File: src/rtl/sgpio_pkg.sv
package sgpio_pkg;

   typedef enum logic [1:0] {
      LNK_OFF   = 2'd0,
      LNK_IDLE  = 2'd1,
      LNK_FRAME = 2'd2
   } link_st_e;

   // bit positions inside one port group, in shift order
   localparam int GRP_BITS = 3;
   localparam int POS_ACT  = 0;
   localparam int POS_LOC  = 1;
   localparam int POS_FLT  = 2;

   function automatic int bits_for(input int n);
      return (n > 1) ? $clog2(n) : 1;
   endfunction

endpackage

File: src/rtl/sgpio_sclk_gen.sv
module sgpio_sclk_gen #(
   parameter int HALF_DIV = 2
) (
   input  logic clk,
   input  logic rst_n,
   input  logic run,
   output logic sclk,
   output logic slot_end
);
   localparam int DW = sgpio_pkg::bits_for(HALF_DIV);
   localparam logic [DW-1:0] DIV_LAST = DW'(HALF_DIV - 1);

   if (HALF_DIV < 1) begin : g_bad_div
      $error("HALF_DIV must be at least 1");
   end

   logic [DW-1:0] div_q;
   logic          ph_q;
   logic          half_end;

   assign half_end = (div_q == DIV_LAST);

   always_ff @(posedge clk or negedge rst_n) begin
      if (!rst_n) begin
         div_q <= '0;
         ph_q  <= 1'b0;
      end else if (!run) begin
         div_q <= '0;
         ph_q  <= 1'b0;
      end else if (half_end) begin
         div_q <= '0;
         ph_q  <= ~ph_q;
      end else begin
         div_q <= div_q + 1'b1;
      end
   end

   assign sclk     = ph_q;
   assign slot_end = run & ph_q & half_end;


   slot_end_high_chk: assert property (@(posedge clk) disable iff (!rst_n)
      slot_end |=> !sclk);

endmodule

File: src/rtl/sgpio_led_regs.sv
module sgpio_led_regs #(
   parameter int NUM_PORTS = 6,
   parameter int VEND_W    = 4
) (
   input  logic                   clk,
   input  logic                   rst_n,
   input  logic                   led_wr,
   input  logic [2*NUM_PORTS-1:0] led_wdata,
   input  logic                   vend_wr,
   input  logic [VEND_W-1:0]      vend_wdata,
   output logic [2*NUM_PORTS-1:0] loc_flt,
   output logic [VEND_W-1:0]      vend
);
   // locate/fault reset to 1, R3 vendor resets to 0
   always_ff @(posedge clk or negedge rst_n) begin
      if (!rst_n) begin
         loc_flt <= '1;
         vend    <= '0;
      end else begin
         if (led_wr)  loc_flt <= led_wdata;
         if (vend_wr) vend    <= vend_wdata;
      end
   end
endmodule

File: src/rtl/sgpio_led_map.sv
module sgpio_led_map #(
   parameter int NUM_PORTS = 6
) (
   input  logic [NUM_PORTS-1:0]                        impl,
   input  logic [NUM_PORTS-1:0]                        act,
   input  logic [2*NUM_PORTS-1:0]                      loc_flt,
   output logic [sgpio_pkg::GRP_BITS*NUM_PORTS-1:0]    stream
);
   import sgpio_pkg::*;

   for (genvar p = 0; p < NUM_PORTS; p++) begin : g_port
      // unimplemented port forces its whole group high
      assign stream[GRP_BITS*p + POS_ACT] = ~impl[p] | act[p];
      assign stream[GRP_BITS*p + POS_LOC] = ~impl[p] | loc_flt[2*p + 1];
      assign stream[GRP_BITS*p + POS_FLT] = ~impl[p] | loc_flt[2*p];
   end
endmodule

File: src/rtl/sgpio_frame_seq.sv
module sgpio_frame_seq #(
   parameter int NUM_PORTS = 6,
   parameter int PRE_SLOTS = 5,
   parameter int VEND_W    = 4,
   parameter int SEC_FIRST = 4,
   parameter int SEC_PORTS = 2
) (
   input  logic                                     clk,
   input  logic                                     rst_n,
   input  logic                                     start,
   input  logic                                     srst_req,
   input  logic                                     slot_end,
   input  logic [sgpio_pkg::GRP_BITS*NUM_PORTS-1:0] stream_live,
   input  logic [VEND_W-1:0]                        vend_live,
   output logic                                     run,
   output logic                                     drive_en,
   output logic                                     sload,
   output logic                                     sdo0,
   output logic                                     sdo1,
   output logic                                     sdo1_oe
);
   import sgpio_pkg::*;

   localparam int DATA_SLOTS  = GRP_BITS * NUM_PORTS;
   localparam int DATA0       = PRE_SLOTS + 1;
   localparam int FRAME_SLOTS = DATA0 + DATA_SLOTS;
   localparam int SEC_BITS    = GRP_BITS * SEC_PORTS;
   localparam int SEC_BASE    = GRP_BITS * SEC_FIRST;
   localparam int SW          = bits_for(FRAME_SLOTS);
   localparam int DWI         = bits_for(DATA_SLOTS);
   localparam int VIW         = bits_for(VEND_W);
   localparam int SIW         = bits_for(SEC_BITS);

   localparam logic [SW-1:0] LOAD_S    = SW'(PRE_SLOTS);
   localparam logic [SW-1:0] DATA0_S   = SW'(DATA0);
   localparam logic [SW-1:0] LAST_S    = SW'(FRAME_SLOTS - 1);
   localparam logic [SW-1:0] VEND_S    = SW'(VEND_W);
   localparam logic [SW-1:0] SEC_S     = SW'(SEC_BITS);
   localparam logic [SW-1:0] SEC_END_S = SW'(DATA0 + SEC_BITS);

   if (PRE_SLOTS < 5) begin : g_bad_pre
      $error("PRE_SLOTS must be at least 5");
   end
   if (VEND_W < 1 || VEND_W > DATA_SLOTS) begin : g_bad_vend
      $error("VEND_W must fit in the data slots");
   end
   if (SEC_PORTS < 1 || SEC_FIRST + SEC_PORTS > NUM_PORTS) begin : g_bad_sec
      $error("second line ports out of range");
   end

   link_st_e                st_q;
   logic [SW-1:0]           slot_q;
   logic                    pend_q;
   logic [DATA_SLOTS-1:0]   snap_q;
   logic [VEND_W-1:0]       vsnap_q;
   logic [SEC_BITS-1:0]     sec_snap;
   logic [SW-1:0]           d;
   logic                    in_data;
   logic                    in_sec;

   always_ff @(posedge clk or negedge rst_n) begin
      if (!rst_n) begin
         st_q    <= LNK_OFF;
         slot_q  <= '0;
         pend_q  <= 1'b0;
         snap_q  <= '0;
         vsnap_q <= '0;
      end else begin
         case (st_q)
            LNK_OFF, LNK_IDLE: begin
               if (st_q == LNK_IDLE && srst_req) begin
                  st_q <= LNK_OFF;
               end else if (start) begin
                  st_q    <= LNK_FRAME;
                  slot_q  <= '0;
                  snap_q  <= stream_live;
                  vsnap_q <= vend_live;
               end
            end
            LNK_FRAME: begin
               if (srst_req) pend_q <= 1'b1;
               if (slot_end) begin
                  if (slot_q == LAST_S) begin
                     st_q   <= (pend_q || srst_req) ? LNK_OFF : LNK_IDLE;
                     pend_q <= 1'b0;
                     slot_q <= '0;
                  end else begin
                     slot_q <= slot_q + 1'b1;
                  end
               end
            end
            default: st_q <= LNK_OFF;
         endcase
      end
   end

   assign sec_snap = snap_q[SEC_BASE +: SEC_BITS];
   assign run      = (st_q == LNK_FRAME);
   assign drive_en = (st_q != LNK_OFF);

   always_comb begin
      d       = slot_q - DATA0_S;
      in_data = run && (slot_q >= DATA0_S);
      in_sec  = in_data && (d < SEC_S);
      sload   = run && ((slot_q == LOAD_S) ||
                        (in_data && (d < VEND_S) && vsnap_q[d[VIW-1:0]]));
      sdo0    = in_data && snap_q[d[DWI-1:0]];
      sdo1    = in_sec && sec_snap[d[SIW-1:0]];
      sdo1_oe = drive_en && !(in_data && !in_sec);
   end


   preamble_low_chk: assert property (@(posedge clk) disable iff (!rst_n)
      (run && slot_q < LOAD_S) |-> (!sload && !sdo0 && !sdo1 && drive_en));


   sec_float_chk: assert property (@(posedge clk) disable iff (!rst_n)
      (run && slot_q >= SEC_END_S) |-> !sdo1_oe);


   frame_hold_chk: assert property (@(posedge clk) disable iff (!rst_n)
      (run && !(slot_end && slot_q == LAST_S)) |=> run);


   busy_clear_chk: assert property (@(posedge clk) disable iff (!rst_n)
      (run && slot_end && slot_q == LAST_S) |=> !run);

endmodule

File: src/rtl/sgpio_led_tx.sv
module sgpio_led_tx #(
   parameter int NUM_PORTS = 6,
   parameter int HALF_DIV  = 2,
   parameter int PRE_SLOTS = 5,
   parameter int VEND_W    = 4,
   parameter int SEC_FIRST = 4,
   parameter int SEC_PORTS = 2
) (
   input  logic                   clk,
   input  logic                   rst_n,
   input  logic                   host_rst,
   input  logic                   enable,
   input  logic                   tm_set,
   input  logic                   ctl_reset,
   output logic                   tm_busy,
   input  logic                   led_wr,
   input  logic [2*NUM_PORTS-1:0] led_wdata,
   input  logic                   vend_wr,
   input  logic [VEND_W-1:0]      vend_wdata,
   input  logic [NUM_PORTS-1:0]   port_impl,
   input  logic [NUM_PORTS-1:0]   act_in,
   output logic                   sclk_o,
   output logic                   sclk_oe,
   output logic                   sload_o,
   output logic                   sload_oe,
   output logic                   sdo0_o,
   output logic                   sdo0_oe,
   output logic                   sdo1_o,
   output logic                   sdo1_oe
);
   import sgpio_pkg::*;

   localparam int STREAM_W = GRP_BITS * NUM_PORTS;

   if (NUM_PORTS < 1) begin : g_bad_ports
      $error("NUM_PORTS must be at least 1");
   end

   logic [2*NUM_PORTS-1:0] loc_flt;
   logic [VEND_W-1:0]      vend;
   logic [STREAM_W-1:0]    stream;
   logic                   run;
   logic                   drive_en;
   logic                   slot_end;
   logic                   sclk_raw;
   logic                   start;
   logic                   srst_req;

   assign start    = tm_set & enable & ~ctl_reset & ~host_rst;
   assign srst_req = ctl_reset | host_rst | ~enable;

   sgpio_led_regs #(.NUM_PORTS(NUM_PORTS), .VEND_W(VEND_W)) u_regs (
      .clk(clk), .rst_n(rst_n),
      .led_wr(led_wr), .led_wdata(led_wdata),
      .vend_wr(vend_wr), .vend_wdata(vend_wdata),
      .loc_flt(loc_flt), .vend(vend)
   );

   sgpio_led_map #(.NUM_PORTS(NUM_PORTS)) u_map (
      .impl(port_impl), .act(act_in), .loc_flt(loc_flt), .stream(stream)
   );

   sgpio_sclk_gen #(.HALF_DIV(HALF_DIV)) u_clk (
      .clk(clk), .rst_n(rst_n), .run(run), .sclk(sclk_raw), .slot_end(slot_end)
   );

   sgpio_frame_seq #(
      .NUM_PORTS(NUM_PORTS), .PRE_SLOTS(PRE_SLOTS), .VEND_W(VEND_W),
      .SEC_FIRST(SEC_FIRST), .SEC_PORTS(SEC_PORTS)
   ) u_seq (
      .clk(clk), .rst_n(rst_n), .start(start), .srst_req(srst_req),
      .slot_end(slot_end), .stream_live(stream), .vend_live(vend),
      .run(run), .drive_en(drive_en), .sload(sload_o), .sdo0(sdo0_o),
      .sdo1(sdo1_o), .sdo1_oe(sdo1_oe)
   );

   assign tm_busy  = run;
   assign sclk_o   = sclk_raw;
   assign sclk_oe  = drive_en;
   assign sload_oe = drive_en;
   assign sdo0_oe  = drive_en;


   float_together_chk: assert property (@(posedge clk) disable iff (!rst_n)
      !sclk_oe |-> (!sload_oe && !sdo0_oe && !sdo1_oe && !tm_busy));


   data_edge_chk: assert property (@(posedge clk) disable iff (!rst_n)
      (sdo0_oe && $past(sdo0_oe) && !$stable(sdo0_o)) |-> $fell(sclk_o));


   load_edge_chk: assert property (@(posedge clk) disable iff (!rst_n)
      (sload_oe && $past(sload_oe) && !$stable(sload_o)) |-> $fell(sclk_o));

endmodule

File: config.mk
export PLATFORM = sky130hd
export DESIGN_NAME = sgpio_led_tx
export DESIGN_NICKNAME = d
export VERILOG_FILES = /design/src/rtl/sgpio_pkg.sv /design/src/rtl/sgpio_sclk_gen.sv /design/src/rtl/sgpio_led_regs.sv /design/src/rtl/sgpio_led_map.sv /design/src/rtl/sgpio_frame_seq.sv /design/src/rtl/sgpio_led_tx.sv
export SDC_FILE = /design/constraint.sdc
export NUM_CORES = 1
export LEC_CHECK = 0
export BUFFER_PORTS_ARGS = -buffer_cell sky130_fd_sc_hd__buf_2
export CAP_MARGIN = 20
export CORE_MARGIN = 5
export CORE_UTILIZATION = 52
export CTS_CLUSTER_DIAMETER = 50
export CTS_CLUSTER_SIZE = 16
export DETAILED_ROUTE_END_ITERATION = 8
export GPL_ROUTABILITY_DRIVEN = 0
export PLACE_DENSITY_LB_ADDON = 0.15
export SYNTH_ARGS = -nofsm -noshare
export SYNTH_HDL_FRONTEND = slang
export SYNTH_SLANG_ARGS = --single-unit
File: constraint.sdc
create_clock -name clk -period 2.17 [get_ports clk]
set_input_delay 0.217 -clock clk [delete_from_list [all_inputs] [get_ports clk]]
set_output_delay 0.217 -clock clk [all_outputs]
set_load 0.1 [all_outputs]
# Yosys cells after proc, flatten, opt, wreduce, memory -nomap -nowiden
# Index checks and enable logic that the tools add are counted.
[classes]
reduce_logical = 21
addsub = 3
eq_ne = 10
bitwise_logic = 36
n_mux = 24
magnitude_cmp = 6
[ops]
columns = ["operator", "n"]
rows = [
  ["5-bit 2-to-1 mux", 4],
  ["1-bit OR", 20],
  ["1-bit 2-to-1 mux", 11],
  ["1-bit inverter", 11],
  ["1-bit logical AND", 10],
  ["5-bit by 3-bit less-than comparator with 1-bit output (second input constant)", 2],
  ["5-bit one-hot mux with 2 select lines", 1],
  ["2-bit 2-to-1 mux", 4],
  ["2-bit != test (second input constant)", 4],
  ["5-bit by 6-bit less-than comparator with 1-bit output (second input constant)", 1],
  ["3-bit AND reduction", 2],
  ["5-bit by 1-bit adder with 5-bit output (second input constant)", 1],
  ["1-bit bitwise AND", 5],
  ["1-bit binary-select mux with 5-bit select", 1],
  ["5-bit by 3-bit == test with 1-bit output (second input constant)", 1],
  ["5-bit == test (second input constant)", 1],
  ["5-bit by 3-bit >= comparator with 1-bit output (second input constant)", 1],
  ["5-bit by 3-bit subtractor with 5-bit output (second input constant)", 1],
  ["3-bit by 4-bit less-than comparator with 1-bit output (second input constant)", 1],
  ["2-bit one-hot mux with 2 select lines", 1],
  ["4-bit AND reduction", 1],
  ["2-bit nonzero test", 2],
  ["1-bit binary-select mux with 3-bit select", 1],
  ["2-bit by 3-bit less-than comparator with 1-bit output (second input constant)", 1],
  ["10 further kinds", 12],
]
[word_totals]
inputBits = 36
wordCells = 109
register_bits = 48

# Depth between registers and ports, before layout
# Gate-level depths: netlist of run 1.
[depth]
depth_word = 7
ltp_mapped = 8

# Cells and area by module
# A second synthesis of run 1 with hierarchy kept.
[hier_totals]
cells_unflattened = 189
area_unflattened_um2 = 2471.1
[modules_own_cells]
columns = ["module", "cells_per_inst", "seq_area_each_um2", "instances", "area_per_inst_um2"]
rows = [
  ["sgpio_frame_seq", 128, 750.7, 1, 1596.5],
  ["sgpio_led_regs", 33, 415.4, 1, 644.4],
  ["sgpio_led_map", 18, 0.0, 1, 112.6],
  ["sgpio_sclk_gen", 6, 50.0, 1, 81.3],
  ["sgpio_led_tx", 4, 0.0, 1, 36.3],
]

# Least setup slack after synthesis of run 1
# Ideal clock, no wire load.
[synth_timing]
kind = "register to output"
startpoint = "register u_seq.slot_q[1]"
endpoint = "output port sdo1_o"
n_path_buf = 2
path_slack_ps = -1490
t_arrival_ps = 3443
stages_incl_launch_ff = 8
required_time_ps = 1953
cell_sequence = "dfrtp_1 -> buf_2 -> inv_1 -> ha_1 -> clkbuf_1 -> nor3_1 -> a31oi_1 -> nor3_1"
[synth_between]
elab_chain_cells = 4
word_cells_on_any_way = 8
classes_between = "add/sub (1); order compare (2); mux (2); reduce/logical (3)"
[synth_lines]
columns = ["item", "line", "text"]
rows = [
  ["from (decl)", "sgpio_frame_seq.sv:52", "logic [SW-1:0] slot_q;"],
  ["from (signal assigned)", "sgpio_frame_seq.sv:88", "slot_q <= slot_q + 1'b1;"],
  ["5-bit by 3-bit subtractor with 5-bit output / 5-bit by 3-bit >= comparator with 1-bit output (equally long branches)", "sgpio_frame_seq.sv:102, sgpio_frame_seq.sv:103", ""],
  ["5-bit by 3-bit less-than comparator with 1-bit output (tied with other cells)", "sgpio_frame_seq.sv:104", "in_sec = in_data && (d < SEC_S);"],
  ["1-bit logical AND / 1-bit 2-to-1 mux (equally long branches)", "sgpio_frame_seq.sv:104, sgpio_frame_seq.sv:108", ""],
  ["1-bit logical AND (*)", "sgpio_frame_seq.sv:108", "sdo1 = in_sec && sec_snap[d[SIW-1:0]];"],
  ["to (decl)", "sgpio_led_tx.sv:28", "output logic sdo1_o,"],
]
# Every way passes the cells marked *; elsewhere a longest branch is shown, timed or not. The select of a mux whose other input is x is not followed.

# Final worst setup path of run 1
[layout_timing]
startpoint = "register u_seq.slot_q[1]"
endpoint = "output port sdo0_o"
[layout_between]
elab_chain_cells = 4
word_cells_on_any_way = 6
classes_between = "add/sub (1); order compare (1); mux (2); reduce/logical (2)"
[layout_lines]
columns = ["item", "line", "text"]
rows = [
  ["5-bit by 3-bit subtractor with 5-bit output", "sgpio_frame_seq.sv:102", "d = slot_q - DATA0_S;"],
  ["1-bit binary-select mux with 5-bit select", "sgpio_frame_seq.sv:107", "sdo0 = in_data && snap_q[d[DWI-1:0]];"],
  ["1-bit 2-to-1 mux (implied by the code)", "sgpio_frame_seq.sv:107", ""],
  ["1-bit logical AND (*)", "sgpio_frame_seq.sv:107", ""],
  ["to (decl)", "sgpio_led_tx.sv:26", "output logic sdo0_o,"],
]
# Marks and branches as above.

==> flow_summary.ini, run 1 <==
[grt]
grt_pass1_vias = 1731
grt_use_total_pct = 16.69
grt_start_max_net_pins = 28
antenna_found_initial = 0
overflow = 0
grt_pass1_wl_um = 8169

[routing]
wl_per_cell_um = 14.19
ant_nets = 0
routed_wl_um = 4555
drc = 0
vias = 1710
vias_per_cell = 5.327
dr.first_iter.drc_count = 128
first_pass_iters = 4

[setup_path]
path_buf_inv = 3
critPathMaxStageDelay_ps = 390
cp_slowest_cell = dfrtp_1
worst-path-max-fanout = 6
arrival_ps = 2020
worst-setup-path-type = reg -> out
crit_path_start_kind = flop
crit_family = multiplexers
worstPathRequired_ps = 1950
crit_chain = buf_4 -> inv_4 -> ha_4 -> mux4_2 -> mux2i_1 -> o211ai_1 -> clkbuf_16
setup.worst_path.end_class = output pin

[cts]
cts_buffer_depth = 2
clk_pin_slew_ps = 90
cts_buffers = 5
clk_latency_ps = 300
cts_tree = built
clock-root-buffer = clkbuf_8
cts.sinks = 48
h-tree-depth = 2

[power]
powerDensity_nw_per_um2 = 581.1
power.total_mw = 1.780
max-vdd-ir-drop_v = 0.0003655
power.leakage_nw = 1.370

[run_status]
violations = setup timing
outcome = finished, violations left

[final_layout]
post-route-util_pct = 69.86
design_area_um2 = 3063
layout-drive-gt1-share_pct = 45.35
layout-area-overhead-vs-synth_pct = 28.71
fin_cells = 321
n_antenna_cell = 0
fin_nets = 308

[floorplan]
ios = 45
initial_core_util_pct = 54.28
die_area_um2 = 6030
core-area_um2 = 4384
rows = 24
die_w_um = 77.65
fp.dieH_um = 77.65

[placement]
port-buffer-count = 44
pre_cts_ws_ps = 148.1
dpl.cell_count = 307
place_area_um2 = 2780
dp_hpwl_um = 3301

[synth]
ys_warn_count = 0
ys_seq_area_share_pct = 51.10
synth_largest_area_cell = dfrtp_1
synth_area_um2 = 2380
ys.flop_type = dfrtp_1
synthTopCellsByCount = dfrtp_1, nand2_1, o21ai_0
synth.distinct_cells = 42
synth_top_area_share_pct = 37.85
synth.avg_cell_area_um2 = 11.17
synth_edf_count = 0
synth.area.top_cells = dfrtp_1, dfstp_2, mux2_2, nor2b_1, o21ai_0
ys_async_sr_fraction_pct = 100.0
synth.most_common_cell = dfrtp_1
synthCells = 213
synth_nets = 253
ys_ff_latch = 48

[timing]
rsz0062_at_grt = true
max_freq_mhz = 446.5
maxSlewHeadroom_pct = 63.58
skew_ps = 5.117
finalCritPeriodShare_pct = 103.2
worstMarginPinSlew_ps = 546.2
final_max_slew_viol_count = 0
fin_crit_ps = 2240
hold_viol = 0
setup_violations = 1
layout_setup_ws_ps = -69.89

[min_path]
hold_class = in -> reg

[job]
maxCapViolations = 0
-- final cells by class --
cell class / instances / area [um2]
clock buffers: 7 / 96.34
clock inverters: 1 / 30.03
fillers: 321 / 1321
inverters: 6 / 25.02
multi-input cells: 147 / 1195
flip-flops and latches: 48 / 1216
well taps: 52 / 65.06
repair buffers: 60 / 435.4
-- power by group --
group	leakage, nW	internal (mW)	total [mW]	switching (mW)
clock network	0.0645	0.406	0.698	0.291
registers	0.598	0.946	0.964	0.0178
logic	0.708	0.0684	0.118	0.0498
total	1.37	1.42	1.78	0.359
-- path summary, 6_finish.rpt --
check	cells after the start	endpoint	slack (ps)	startpoint
worst min-delay path	2	u_regs.loc_flt[6]	140	led_wdata[6]
worst max-delay path	7	sdo0_o	-70	u_seq.slot_q[1]
min in group asynchronous	2	u_seq.snap_q[12]	430	rst_n
worst min register to register	1	u_clk.div_q	470	u_clk.div_q
worst max register to register	8	u_seq.slot_q[1]	420	u_seq.slot_q[1]
max in group asynchronous	3	u_regs.loc_flt[10]	1140	rst_n
-- flip-flops by register name (all words and copies together) (netlist names) --
signal	cells
u_regs.loc_flt	12
u_seq.vsnap_q	4
u_clk.sclk	1
u_seq.st_q	2
u_seq.snap_q	18
u_seq.slot_q	5
u_clk.div_q	1
u_regs.vend	4
u_seq.pend_q	1
-- metrics by stage --
step	TNS (ps)	hold slack (ps)
2_1_floorplan	-1134	-78.59
3_3_place_gp	0	232.9
3_5_place_dp	0	238.1
6_report	-69.89	139.5
4_1_cts	-54.31	129.0
5_1_grt	-311.3	121.9
-- per-layer routing --
layer	GRT usage, %	up-vias	wire [um]
met4	6.529	0	70
met3	4.051	6	249
li1	-	848	-
met1	22.44	812	2079
met5	0	-	0
met2	26.04	44	2156
-- worst register-to-register path, cell delays in order (launching register included) --
cell and delay [ps]:
dfrtp_1 390, buf_4 140, buf_6 110, ha_1 180, nand2_1 100, o31ai_1 260
buf_4 190, nor2_1 40, mux2_2 250
-- layout by cell type (no fill, tap or decap), types with 2 or more instances in the layout --
| cell | count |
|---|---|
| o21ai_0 | 21 |
| buf_4 | 10 |
| buf_6 | 4 |
| a21oi_4 | 3 |
| clkbuf_8 | 7 |
| nand2b_1 | 2 |
| or3b_4 | 2 |
| buf_12 | 4 |
| nor2_1 | 7 |
| mux2_2 | 18 |
| mux4_2 | 4 |
| inv_1 | 5 |
| ha_1 | 2 |
| nor4b_1 | 2 |
| mux2i_1 | 5 |
| dfstp_2 | 12 |
| a21oi_1 | 4 |
| nand4_1 | 2 |
| nand2_1 | 24 |
| buf_2 | 40 |
| a21o_1 | 2 |
| a31oi_1 | 2 |
| dfrtp_1 | 36 |
| mux2_4 | 3 |
| nor2b_1 | 19 |
-- cell families after synthesis --
logic type,synth area share [%]
buffers and inverters,3.627
adder cells (fa/ha/maj),2.103
multiplexers,16.30
XOR/XNOR,1.104
flip-flops,51.10
AND/OR/NAND/NOR,15.35
AO/OA/AOI/OAI,10.41
-- timing repair --
item,4_1_cts,5_1_grt
hold endpoints to repair,17,0
gates resized for setup,11,9
setup endpoints to repair,4,4
setup buffers,5,0
pin swaps,7,7
hold buffers,1,0
Note: power is estimated with default switching activity, not from simulation.
==> inputs of run 2 (changes only) <==
--- a/config.mk
+++ b/config.mk
@@ -5,6 +5,7 @@
 export SDC_FILE = /design/constraint.sdc
 export NUM_CORES = 1
 export LEC_CHECK = 0
+export ABC_AREA = 1
 export BUFFER_PORTS_ARGS = -buffer_cell sky130_fd_sc_hd__buf_2
 export CAP_MARGIN = 20
 export CORE_MARGIN = 5
==> run 2 against run 1 <==
The run now ends clean; sequential share of layout area is 1.8 points higher; worst setup slack improved by 180 ps; via count rose by 16%; first-iteration DRC count decreased by 38%; non-clock buffer count decreased by 7; critical path depth increased by 2; final cell count grew 24%; clock power shrank 26%; global-route usage rose by 0.25 points; clock skew up 0.97 ps; area after synthesis grew 3.8%; highest routed layer unchanged.
==> flow_summary.ini, run 2 <==
[run_status]
outcome = finished, final reports clean

[timing]
layout_setup_ws_ps = 106.8
finalCritPeriodShare_pct = 95.08
fin_crit_ps = 2063
worstMarginPinSlew_ps = 477.6
max_freq_mhz = 484.7
maxSlewHeadroom_pct = 68.12
fin_setup_tns_ps = 0
final_max_slew_viol_count = 0
hold_viol = 0
skew_ps = 6.089
setup_violations = 0

[synth]
synth.area.top_cells = dfrtp_1, dfstp_2, nand2_1, o21ai_0, inv_1
ys_warn_count = 0
synth_area_um2 = 2471
synth.avg_cell_area_um2 = 8.434
synth_edf_count = 0
ys_seq_area_share_pct = 49.22
synth_xor_area_share_pct = 0.7089
synth_top_family_by_area = simple AND/OR/NAND/NOR gates
synth.distinct_cells = 27
synth-simple-area-share_pct = 20.66
ys.flop_type = dfrtp_1
synth.most_common_cell = nand2_1
synthCells = 293
ys_async_sr_fraction_pct = 100.0
synthTopCellsByCount = nand2_1, o21ai_0, inv_1
ys_ff_latch = 48
synthAdderAreaFrac_pct = 2.025
synth_top_area_share_pct = 36.46
synth_compound_area_share_pct = 12.96
muxShareOfSynthArea_pct = 5.468
synth_largest_area_cell = dfrtp_1
synth_nets = 333

[final_layout]
n_antenna_cell = 0
mostFrequentLayoutCell = nand2_1
fin_cells = 398
layout_common_cells = nand2_1, o21ai_0, buf_2, inv_1, dfrtp_1
fin_nets = 383
layout-area-overhead-vs-synth_pct = 18.94
largest_reg_flops = 18
top_register = u_seq.snap_q
layout-drive-gt1-share_pct = 32.56
reg_top3 = u_seq.snap_q x18, u_regs.loc_flt x12, u_seq.slot_q x5

[floorplan]
rows = 25
initial_core_util_pct = 53.02
ios = 45
die_area_um2 = 6231
die_w_um = 78.94
core-area_um2 = 4661
fp.dieH_um = 78.94

[setup_path]
worstPathRequired_ps = 1950
setup.worst_path.end_class = output pin
worst-path-max-fanout = 5
worst-setup-path-type = reg -> out
arrival_ps = 1850
crit_path_start_kind = flop

[power]
power.leakage_nw = 1.448
powerDensity_nw_per_um2 = 543.9
max-vdd-ir-drop_v = 0.0003768

[cts]
clock-root-buffer = clkbuf_8
cts.sinks = 48
cts_tree = built
cts_buffer_depth = 2
clk_latency_ps = 300
clk_pin_slew_ps = 90
cts_buffers = 5
h-tree-depth = 2

[routing]
routed_wl_um = 4703
dr.first_iter.drc_count = 79
wl_per_cell_um = 11.82
vias_per_cell = 4.992
drc = 0
first_pass_iters = 4
ant_nets = 0
vias = 1987

[placement]
dp_hpwl_um = 3596
pre_cts_ws_ps = 289.3
port-buffer-count = 44
dpl.cell_count = 387

[grt]
antenna_found_initial = 0
grt_pass1_wl_um = 8445
overflow = 0
grt_start_max_net_pins = 32
grt_use_total_pct = 16.94
grt_pass1_vias = 1959

[job]
maxCapViolations = 0

[min_path]
hold_class = in -> reg
==> run 2: cell types whose count changed in the layout (fill, tap and decap cells not counted), moves of 14 or more <==
cell     change
nand2_1     +48
nand3_1     +14
inv_1       +32
nor2b_1     -19
o21ai_0     +21
==> run 2: metal layers <==
| layer | track usage [%] | share of wire (%) | vias to the layer above |
|---|---|---|---|
| li1 | - | - | 1026 |
| met1 | 22.92 | 48 | 910 |
| met2 | 27.33 | 46 | 45 |
| met3 | 3.741 | 5.0 | 6 |
| met4 | 5.155 | 1.3 | 0 |
| met5 | 0 | 0 | - |
==> run 2: kinds of logic (layout without fill, tap and decap cells) <==
family                   count (synthesis)  after routing
AO/OA/AOI/OAI                           58             58
XOR/XNOR                                 2              2
adder cells (fa/ha/maj)                  4              4
buffers and inverters                   51            102
flip-flops                              48             48
multiplexers                            12             12
AND/OR/NAND/NOR                        118            118
==> run 2: worst max-delay path, cell delays in order (launching register included) <==
cell and delay, ps:
dfrtp_2 420, buf_4 150, nand2_1 80, nand2_1 60, nand2_1 60, nand2_1 100, nor2_2 150, nand3_1 110
a21oi_2 210, buf_12 200
==> run 2: layout make-up <==
class / count / area [um2]
fill: 423 / 1722
sequential: 48 / 1219
multi-input combinational: 194 / 1064
timing repair buffer: 53 / 350.3
inverter: 41 / 153.9
clock buffer: 7 / 76.32
tap: 54 / 67.56
clock inverter: 1 / 8.758
==> run 2: path summary, 6_finish.rpt <==
kind	slack (ps)	end	cells past startpoint	startpoint
min in group asynchronous	290	u_seq.snap_q[8]	2	rst_n
worst max register to register	650	u_seq.st_q[0]	10	u_seq.slot_q[1]
worst min-delay path	120	u_regs.vend[2]	3	vend_wdata[2]
worst min register to register	470	u_seq.snap_q[16]	2	u_seq.snap_q[16]
worst max-delay path	110	sload_o	9	u_seq.slot_q[1]
max in group asynchronous	1250	u_regs.loc_flt[11]	3	rst_n
==> run 2: what timing repair did <==
item	in CTS	in global routing
pin swaps	0	4
endpoints found under the setup margin	1	4
gates resized for setup	1	7
endpoints found under the hold margin	7	0
hold buffers	1	0
buffers inserted	1	1
==> run 2: power breakdown <==
group	switching (mW)	internal, mW	leakage, nW
Sequential	0.0154	0.949	0.525
Clock	0.285	0.230	0.0424
Combinational	0.0613	0.0576	0.881
==> run 2: through the flow <==
| stage | total power [mW] | instance area, um2 | utilization, % | hold slack (ps) |
|---|---|---|---|---|
| after floorplan | 1.034 | 2494 | - | -78.59 |
| after global placement | 1.098 | 2819 | 60.48 | 80.18 |
| after detailed placement | 1.103 | 2819 | 60.48 | 78.24 |
| after CTS | 1.625 | 2923 | 62.71 | 115.9 |
| after global routing | 1.684 | 2939 | 63.06 | 122.9 |
| final | 1.599 | 2939 | 63.06 | 123.1 |
